**src/rtl/sram_ctl_pkg.sv**
```systemverilog
package sram_ctl_pkg;

    typedef enum logic [2:0] {
        ST_IDLE  = 3'd0,
        ST_READ  = 3'd1,
        ST_WRITE = 3'd2,
        ST_WHOLD = 3'd3,
        ST_GAP   = 3'd4
    } sram_state_e;

    function automatic int ceil_div(input int num, input int den);
        return (num + den - 1) / den;
    endfunction

    function automatic int max2(input int a, input int b);
        return (a > b) ? a : b;
    endfunction

endpackage

```
**src/rtl/sram_wait_timer.sv**
```systemverilog
module sram_wait_timer #(
    parameter int CNT_W = 4
) (
    input  logic             clk,
    input  logic             rst_n,
    input  logic             clr,
    output logic [CNT_W-1:0] elapsed
);
    localparam logic [CNT_W-1:0] CNT_TOP = '1;

    always_ff @(posedge clk or negedge rst_n) begin
        if (!rst_n) begin
            elapsed <= '0;
        end else if (clr) begin
            elapsed <= '0;
        end else if (elapsed != CNT_TOP) begin
            elapsed <= elapsed + 1'b1;
        end
    end
endmodule

```
**src/rtl/sram_req_hold.sv**
```systemverilog
module sram_req_hold #(
    parameter int ADDR_W = 17,
    parameter int DATA_W = 16,
    parameter int BE_W   = 2
) (
    input  logic              clk,
    input  logic              rst_n,
    input  logic              load,
    input  logic [ADDR_W-1:0] in_addr,
    input  logic [BE_W-1:0]   in_be,
    input  logic [DATA_W-1:0] in_wdata,
    input  logic              cap,
    input  logic [DATA_W-1:0] cap_data,
    output logic [ADDR_W-1:0] addr_q,
    output logic [BE_W-1:0]   be_q,
    output logic [DATA_W-1:0] wdata_q,
    output logic [DATA_W-1:0] rdata_q
);
    always_ff @(posedge clk or negedge rst_n) begin
        if (!rst_n) begin
            addr_q  <= '0;
            be_q    <= '0;
            wdata_q <= '0;
        end else if (load) begin
            addr_q  <= in_addr;
            be_q    <= in_be;
            wdata_q <= in_wdata;
        end
    end

    always_ff @(posedge clk or negedge rst_n) begin
        if (!rst_n) begin
            rdata_q <= '0;
        end else if (cap) begin
            rdata_q <= cap_data;
        end
    end
endmodule

```
**src/rtl/sram_async_ctrl.sv**
```systemverilog
module sram_async_ctrl
    import sram_ctl_pkg::*;
#(
    parameter int CLK_PERIOD_NS = 10,
    parameter int T_ACC_NS      = 70,
    parameter int T_WP_NS       = 60,
    parameter int T_AW_NS       = 65,
    parameter int T_DS_NS       = 30,
    parameter int T_WHZ_NS      = 30,
    parameter int ADDR_W        = 17,
    parameter int DATA_W        = 16
) (
    input  logic              clk,
    input  logic              rst_n,
    input  logic              req,
    input  logic              req_write,
    input  logic [ADDR_W-1:0] req_addr,
    input  logic [1:0]        req_be,
    input  logic [DATA_W-1:0] req_wdata,
    output logic              ready,
    output logic              done,
    output logic [DATA_W-1:0] rdata,
    output logic              sram_ce_n,
    output logic              sram_oe_n,
    output logic              sram_we_n,
    output logic              sram_ub_n,
    output logic              sram_lb_n,
    output logic [ADDR_W-1:0] sram_addr,
    output logic [DATA_W-1:0] sram_dq_out,
    output logic              sram_dq_oe,
    input  logic [DATA_W-1:0] sram_dq_in
);
    localparam int RD_CYC   = ceil_div(T_ACC_NS, CLK_PERIOD_NS);
    localparam int AW_CYC   = ceil_div(T_AW_NS, CLK_PERIOD_NS);
    localparam int WP_CYC   = ceil_div(T_WP_NS, CLK_PERIOD_NS);
    localparam int HZ_CYC   = ceil_div(T_WHZ_NS, CLK_PERIOD_NS);
    localparam int DS_CYC   = ceil_div(T_DS_NS, CLK_PERIOD_NS);
    localparam int WL_CYC   = max2(WP_CYC, HZ_CYC + DS_CYC);
    localparam int WT_CYC   = max2(AW_CYC, WL_CYC);
    localparam int MAX_CYC  = max2(RD_CYC, WT_CYC);
    localparam int CNT_W    = $clog2(MAX_CYC + 1);
    localparam logic [CNT_W-1:0] RD_LAST   = CNT_W'(RD_CYC - 1);
    localparam logic [CNT_W-1:0] WR_LAST   = CNT_W'(WT_CYC - 1);
    localparam logic [CNT_W-1:0] WE_START  = CNT_W'(WT_CYC - WL_CYC);
    localparam logic [CNT_W-1:0] DRV_START = CNT_W'(WT_CYC - WL_CYC + HZ_CYC);

    if (RD_CYC < 1 || WP_CYC < 1 || DS_CYC < 1) begin : g_bad_timing
        $error("sram_async_ctrl: a derived wait count is below one clock");
    end

    sram_state_e      state_q, state_d;
    logic [CNT_W-1:0] elapsed;
    logic             accept;
    logic             rd_last, wr_last, cap;
    logic             active;
    logic [1:0]       be_q;
    logic [ADDR_W-1:0] addr_q;
    logic [DATA_W-1:0] wdata_q;

    assign accept  = req && ready;
    assign rd_last = (state_q == ST_READ)  && (elapsed == RD_LAST);
    assign wr_last = (state_q == ST_WRITE) && (elapsed == WR_LAST);
    assign cap     = rd_last;

    sram_wait_timer #(.CNT_W(CNT_W)) u_timer (
        .clk     (clk),
        .rst_n   (rst_n),
        .clr     (state_d != state_q),
        .elapsed (elapsed)
    );

    sram_req_hold #(.ADDR_W(ADDR_W), .DATA_W(DATA_W), .BE_W(2)) u_hold (
        .clk      (clk),
        .rst_n    (rst_n),
        .load     (accept),
        .in_addr  (req_addr),
        .in_be    (req_be),
        .in_wdata (req_wdata),
        .cap      (cap),
        .cap_data (sram_dq_in),
        .addr_q   (addr_q),
        .be_q     (be_q),
        .wdata_q  (wdata_q),
        .rdata_q  (rdata)
    );

    // State register
    always_ff @(posedge clk or negedge rst_n) begin
        if (!rst_n) begin
            state_q <= ST_IDLE;
        end else begin
            state_q <= state_d;
        end
    end

    // Next-state selection
    always_comb begin
        state_d = state_q;
        unique case (state_q)
            ST_IDLE, ST_GAP: begin
                if (accept) begin
                    state_d = req_write ? ST_WRITE : ST_READ;
                end else begin
                    state_d = ST_IDLE;
                end
            end
            ST_READ:  if (rd_last) state_d = ST_GAP;
            ST_WRITE: if (wr_last) state_d = ST_WHOLD;
            ST_WHOLD: state_d = ST_GAP;
            default:  state_d = ST_IDLE;
        endcase
    end

    // Output decode
    always_comb begin
        active     = (state_q == ST_READ) || (state_q == ST_WRITE);
        ready      = (state_q == ST_IDLE) || (state_q == ST_GAP);
        done       = (state_q == ST_GAP);
        sram_ce_n  = !active;
        sram_oe_n  = (state_q != ST_READ);
        sram_we_n  = !((state_q == ST_WRITE) && (elapsed >= WE_START));
        sram_ub_n  = !(active && be_q[1]);
        sram_lb_n  = !(active && be_q[0]);
        sram_dq_oe = ((state_q == ST_WRITE) && (elapsed >= DRV_START)) ||
                     (state_q == ST_WHOLD);
        sram_addr   = addr_q;
        sram_dq_out = wdata_q;
    end


    drv_vs_oe_chk: assert property (@(posedge clk) disable iff (!rst_n)
        sram_dq_oe |-> sram_oe_n);

    drv_late_chk: assert property (@(posedge clk) disable iff (!rst_n)
        $fell(sram_we_n) |-> !sram_dq_oe);

    drv_hold_chk: assert property (@(posedge clk) disable iff (!rst_n)
        $rose(sram_we_n) |-> sram_dq_oe);

    drv_off_chk: assert property (@(posedge clk) disable iff (!rst_n)
        $rose(sram_we_n) |=> !sram_dq_oe);

    oe_in_write_chk: assert property (@(posedge clk) disable iff (!rst_n)
        !sram_we_n |-> sram_oe_n);

    done_pulse_chk: assert property (@(posedge clk) disable iff (!rst_n)
        done |=> !done);

    busy_after_accept_chk: assert property (@(posedge clk) disable iff (!rst_n)
        (req && ready) |=> !ready);

    addr_stable_chk: assert property (@(posedge clk) disable iff (!rst_n)
        (!sram_ce_n && $past(!sram_ce_n)) |-> $stable(sram_addr));
endmodule

```
**config.mk**
```make
export PLATFORM = sky130hd
export DESIGN_NAME = sram_async_ctrl
export DESIGN_NICKNAME = d
export VERILOG_FILES = /design/src/rtl/sram_ctl_pkg.sv /design/src/rtl/sram_wait_timer.sv /design/src/rtl/sram_req_hold.sv /design/src/rtl/sram_async_ctrl.sv
export SDC_FILE = /design/constraint.sdc
export NUM_CORES = 1
export LEC_CHECK = 0
export BUFFER_PORTS_ARGS = -buffer_cell sky130_fd_sc_hd__buf_2
export CORE_AREA = 2 2 111 102
export DETAILED_ROUTE_END_ITERATION = 8
export DIE_AREA = 0 0 113 104
export GPL_TIMING_DRIVEN = 0
export SLEW_MARGIN = 20
export SYNTH_ARGS = -nofsm -noshare
export SYNTH_HDL_FRONTEND = slang
export SYNTH_HIERARCHICAL = 1
export SYNTH_SLANG_ARGS = --single-unit
```
**constraint.sdc**
```tcl
create_clock -name clk -period 2.5 [get_ports clk]
set_input_delay 0 -clock clk [delete_from_list [all_inputs] [get_ports clk]]
set_output_delay 0 -clock clk [all_outputs]
set_load 0.1 [all_outputs]
```
After elaboration in Yosys (flattened, before gate mapping) --
Index checks and enable logic that the tools add are counted.
Word-level totals: register bits 57, latch bits 0, bits in writable memories 0, memory bits (read-only) 0, bits of input ports 55, output and inout bits 57, word-level logic and storage cells 41, memories 0
Operators by class: add/sub/neg operators 1, multiply operators 0, divide/modulo/power cells 0, $lt $le $gt $ge 2, equality and inequality tests 8, shift-type cells 0, muxes and demuxes 7, bitwise operators 0, reductions and logical operators 17
Operators with widths (number):
- $mux W3 | 4
- $pmux W3 S4 | 1
- $logic_and A1 B1 Y1 | 7
- $eq A3 B2 Y1 const B | 2
- $eq A3 B3 Y1 const B | 2
- $logic_not A1 Y1 | 4
- $mux W2 | 2
- $add A3 B1 Y3 const B | 1
- $eq A3 B1 Y1 const B | 1
- $ge A3 B1 Y1 const B | 1
- $ge A3 B3 Y1 const B | 1
- $logic_not A3 Y1 | 1
- $logic_or A1 B1 Y1 | 3
- $ne A3 B1 Y1 const B | 1
- $ne A3 B3 Y1 | 1
- $ne A3 B3 Y1 const B | 1
- $reduce_bool A2 Y1 | 1
- $reduce_or A2 Y1 | 1

Depth between registers and ports, before layout --
depth after elaboration 7, gate-level depth with buffers 6, gate-level depth less buffers 4

Modules after synthesis --
The synthesis kept the hierarchy.
Modules (own cells, without submodules):
- sram_req_hold | times used 1, cells each 108, area each 2094.5 sq um, seq. area each 1276.2 sq um
- sram_async_ctrl | times used 1, cells each 31, area each 255.2 sq um, seq. area each 75.1 sq um
- sram_wait_timer | times used 1, cells each 11, area each 140.1 sq um, seq. area each 75.1 sq um

Worst setup path after synthesis --
No wires, ideal clock.
path type register to register, start register state_q[0], end register u_hold.addr_q[0], library setup time 0.126 ns, arrival time 2.690 ns, data required time 2.374 ns, slack -0.316 ns, stages on the path, launching flop included 7, buffers on the path 3, period minus slack after synthesis 2.816 ns, path through dfrtp_1 > buf_4 > nor2_1 > and2_1 > buf_6 > buf_12 > mux2_4
On the way: word-level cells in the longest chain between the ends 3
RTL lines:
- start: declaration | RTL line sram_async_ctrl.sv:51 | sram_state_e state_q, state_d;
- start signal: assignment | RTL line sram_async_ctrl.sv:92 | state_q <= state_d;
- $eq A3 B3 Y1 or $logic_not A3 Y1 (tied branches) | RTL line sram_async_ctrl.sv:117 | ready = (state_q == ST_IDLE) || (state_q == ST_GAP);
- $logic_or A1 B1 Y1 * | RTL line sram_async_ctrl.sv:117
- net ready | RTL line sram_async_ctrl.sv:20 | output logic ready,
- $logic_and A1 B1 Y1 * | RTL line sram_async_ctrl.sv:60 | assign accept = req && ready;
- net accept | RTL line sram_async_ctrl.sv:53 | logic accept;
- end signal: assignment | RTL line sram_req_hold.sv:25 | addr_q <= in_addr;
- end: declaration | RTL line sram_req_hold.sv:14 | output logic [ADDR_W-1:0] addr_q,
Mark *: on every way through the listed nets, which the timed path passes. The rest lies on a longest branch. A chain may end at the register's enable or synchronous reset.

Worst setup path in the final report --
start register state_q[1], end register u_hold.rdata_q[9]
On the way: word-level cells in the longest chain between the ends 2
RTL lines:
- $eq A3 B1 Y1 | RTL line sram_async_ctrl.sv:61 | assign rd_last = (state_q == ST_READ) && (elapsed == RD_LAST);
- $logic_and A1 B1 Y1 | RTL line sram_async_ctrl.sv:61
- net cap | RTL line sram_async_ctrl.sv:54 | logic rd_last, wr_last, cap;
- end signal: assignment | RTL line sram_req_hold.sv:35 | rdata_q <= cap_data;
- end: declaration | RTL line sram_req_hold.sv:17 | output logic [DATA_W-1:0] rdata_q
The timed path passes the listed nets, and every way through them passes these cells.

==> impl_metrics.csv <==
group,metric,value,unit
status,status,"complete, but fails checks",
status,failed_checks,"design-rule violations",
placed_design,place_congestion,0.699,
cells_and_area,post-route-cell-area,4050,um2
grt,grt_pass1_wl,9930,um
yosys,syn_area_per_cell,16.6,um2
clock_tree,insertion_delay,0.32,ns
setup_path,worstPathMaxFanout,10,
floorplanning,initial_utilization,23.4,%
yosys,synth_most_common_cell,"dfrtp_1",
sta,rsz0062_at_grt,"no",
clock_tree,cts_resized,0,
yosys,syn_nets,207,
yosys,yosysSeqAreaShare,57.3,%
detailed_routing,wl_per_cell,13.3,um
yosys,synth_top_area_share,57.3,%
sta,setup_slack,0.629,ns
setup_path,cp-end-kind,"flop",
sta,tightest_slew,0.716,ns
sta,finalMaxSlewViolations,0,
grt,grt_max_degree,58,
floorplanning,rows,36,
grt,grt-ovfl-total,0,
detailed_routing,drt_iter0_drc,37,
yosys,synth.area.top_cells,"dfrtp_1 (57%), mux2_4 (24%), mux2_2 (5.0%)",
detailed_routing,ant_nets,0,
detailed_routing,dr.pass1.iters,6,
clock_tree,clk_path_buf_depth,2,
min_path,hold_class,"in -> reg",
grt,grt_usage,10.9,%
detailed_routing,dr_total_vias,1889,
setup_path,critPathRequiredTime,2.70,ns
cells_and_area,num_antenna_cells,0,
floorplanning,die-area,11800,um2
setup_path,cp_data_arrival_time,2.07,ns
sta,hold_viol,0,
yosys,synth-edff-count,0,
yosys,postSynth.asyncResetShare,100,%
floorplanning,die_h,104,um
setup_path,criticalPathCategory,"reg -> reg",
yosys,synth_area,2490,um2
sta,setup_tns,0,ns
yosys,ys_ff_latch,57,
cells_and_area,final_nets,383,
yosys,syn-instance-count,150,
floorplanning,num_io_pins,112,
sta,min_period,1.87,ns
yosys,yosys_most_used_dff,"dfrtp_1",
placed_design,dp_hpwl,3670,um
run,cap_violations,0,
cells_and_area,drive_gt1_share,57.1,%
placed_design,place_area,3220,um2
clock_tree,path_clk_slew,0.05,ns
sta,finalCritPeriodShare,74.9,%
detailed_routing,routed_wl,6180,um
clock_tree,cts_made_buffers,9,
yosys,yosysTopAreaCell,"dfrtp_1",
placed_design,dp_worst_setup_slack,0.622,ns
grt,grt_pass1_vias,2093,
clock_tree,numClockSinks,57,
placed_design,io_buffers,111,
setup_path,start_kind,"flop",
sta,skew,0.00526,ns
detailed_routing,vias_per_cell,4.07,
yosys,yosys_warnings,6,
sta,slew_headroom,52.2,%
clock_tree,cts_root_buf,"clkbuf_16",
clock_tree,htree_num_levels,3,
sta,setup_viol,0,
floorplanning,die_w,113,um
detailed_routing,drc,10,
yosys,ys_types,24,
clock_tree,cts_tree,"yes",
cells_and_area,fillers,1008,
sta,fmax,534,MHz
grt,antenna_found_initial,0,
floorplanning,core_area,10600,um2
yosys,synthTopCellsByCount,"dfrtp_1 (57), mux2_4 (40), mux2_2 (11)",
cells_and_area,syn2layout_area_growth,62.7,%
cells in the final DEF, fill, tap and decap left out:
cell,netlist,layout
xnor2_1,1,1
a21oi_1,2,2
and3b_4,1,1
mux2i_1,2,2
buf_2,0,110
o211ai_2,1,1
nor2b_1,1,1
a2111oi_1,1,1
clkbuf_1,0,1
clkbuf_16,0,9
inv_1,1,1
nand2_1,3,3
xor2_1,1,1
buf_4,1,2
nor2_2,0,1
mux2_4,40,40
nand3b_1,3,3
nand2b_1,1,1
or3b_4,1,1
dfrtp_1,57,57
dlygate4sd3_1,0,54
buf_12,3,3
nor2_1,9,8
buf_6,3,3
bufinv_16,0,1
nor3b_1,2,2
o31ai_2,0,1
ha_1,2,2
mux2_2,11,11
and2_1,2,2
clkinv_4,0,1
clkinv_2,0,4
flip-flops by register name, summed over array words and instances (netlist names):
| signal | cells |
|---|---|
| state_q | 3 |
| u_hold/addr_q | 17 |
| u_hold/be_q | 2 |
| u_hold/rdata_q | 16 |
| u_hold/wdata_q | 16 |
| u_timer/elapsed | 3 |
worst max-delay path, cell delays in order (launching register included):
cell and delay (ns):
dfrtp_1 0.47, or3b_4 0.45, nor2_1 0.17, buf_6 0.15, buf_6 0.18, mux2_4 0.32
through the flow:
step | instances | hold slack, ns | utilization, %
floorplan | 150 | -0.296 | -
global placement | 394 | 0.231 | 30.3
detailed placement | 394 | 0.112 | 30.3
CTS | 464 | 0.00185 | 38.1
global route | 464 | 0.00937 | 38.1
finish | 464 | 0.0137 | 38.1
timing repair:
item | in CTS | in global routing
endpoints found under the hold margin | 109 | 0
setup buffers | 0 | 0
hold buffers | 54 | 0
path summary, 6_finish.rpt:
check	startpoint	endpoint	slack [ns]	cells after the start
setup / recovery	state_q[1]	u_hold/rdata_q[9]	0.63	5
hold / removal	req	state_q[0]	0.01	3
setup reg to reg	state_q[1]	u_hold/rdata_q[9]	0.63	5
hold reg to reg	u_hold/wdata_q[15]	u_hold/wdata_q[15]	0.50	1
max in group asynchronous	rst_n	u_timer/elapsed[1]	1.72	2
min in group asynchronous	rst_n	u_hold/addr_q[5]	0.30	2
routing by layer:
| layer | global-route usage (%) | routed length (um) | vias to the layer above |
|---|---|---|---|
| met2 | 18.2 | 3090 | 77 |
| met4 | 4.62 | 133 | 0 |
| li1 | - | - | 878 |
| met3 | 4.14 | 434 | 13 |
| met1 | 12.3 | 2520 | 921 |
| met5 | 0 | 0 | - |
cell families after synthesis:
| kind of cell | after synthesis | share of synthesized area, % |
|---|---|---|
| and+or+nand+nor | 23 | 5.28 |
| adders and majority gates | 2 | 1.00 |
| buffers and inverters | 8 | 4.22 |
| muxes | 53 | 29.9 |
| xor gates and xnor gates | 2 | 0.704 |
| DFF | 57 | 57.3 |
| AOI/OAI and AO/OA | 5 | 1.61 |
final cells by class:
cell class              count  area [um2]  share of cell area, %
clock buffers              10         229                   5.65
repair buffers            165        1100                   27.1
well taps                 133         166                   4.11
clock inverters             6        58.8                   1.45
flip-flops and latches     57        1430                   35.2
multi-input cells          85         966                   23.8
inverters                   1        3.75                 0.0927
plain buffers               7         101                   2.50
Power is left out: the tool's default activity adds up to more than one toggle a clock period on the data nets, which glitch-free logic cannot reach.
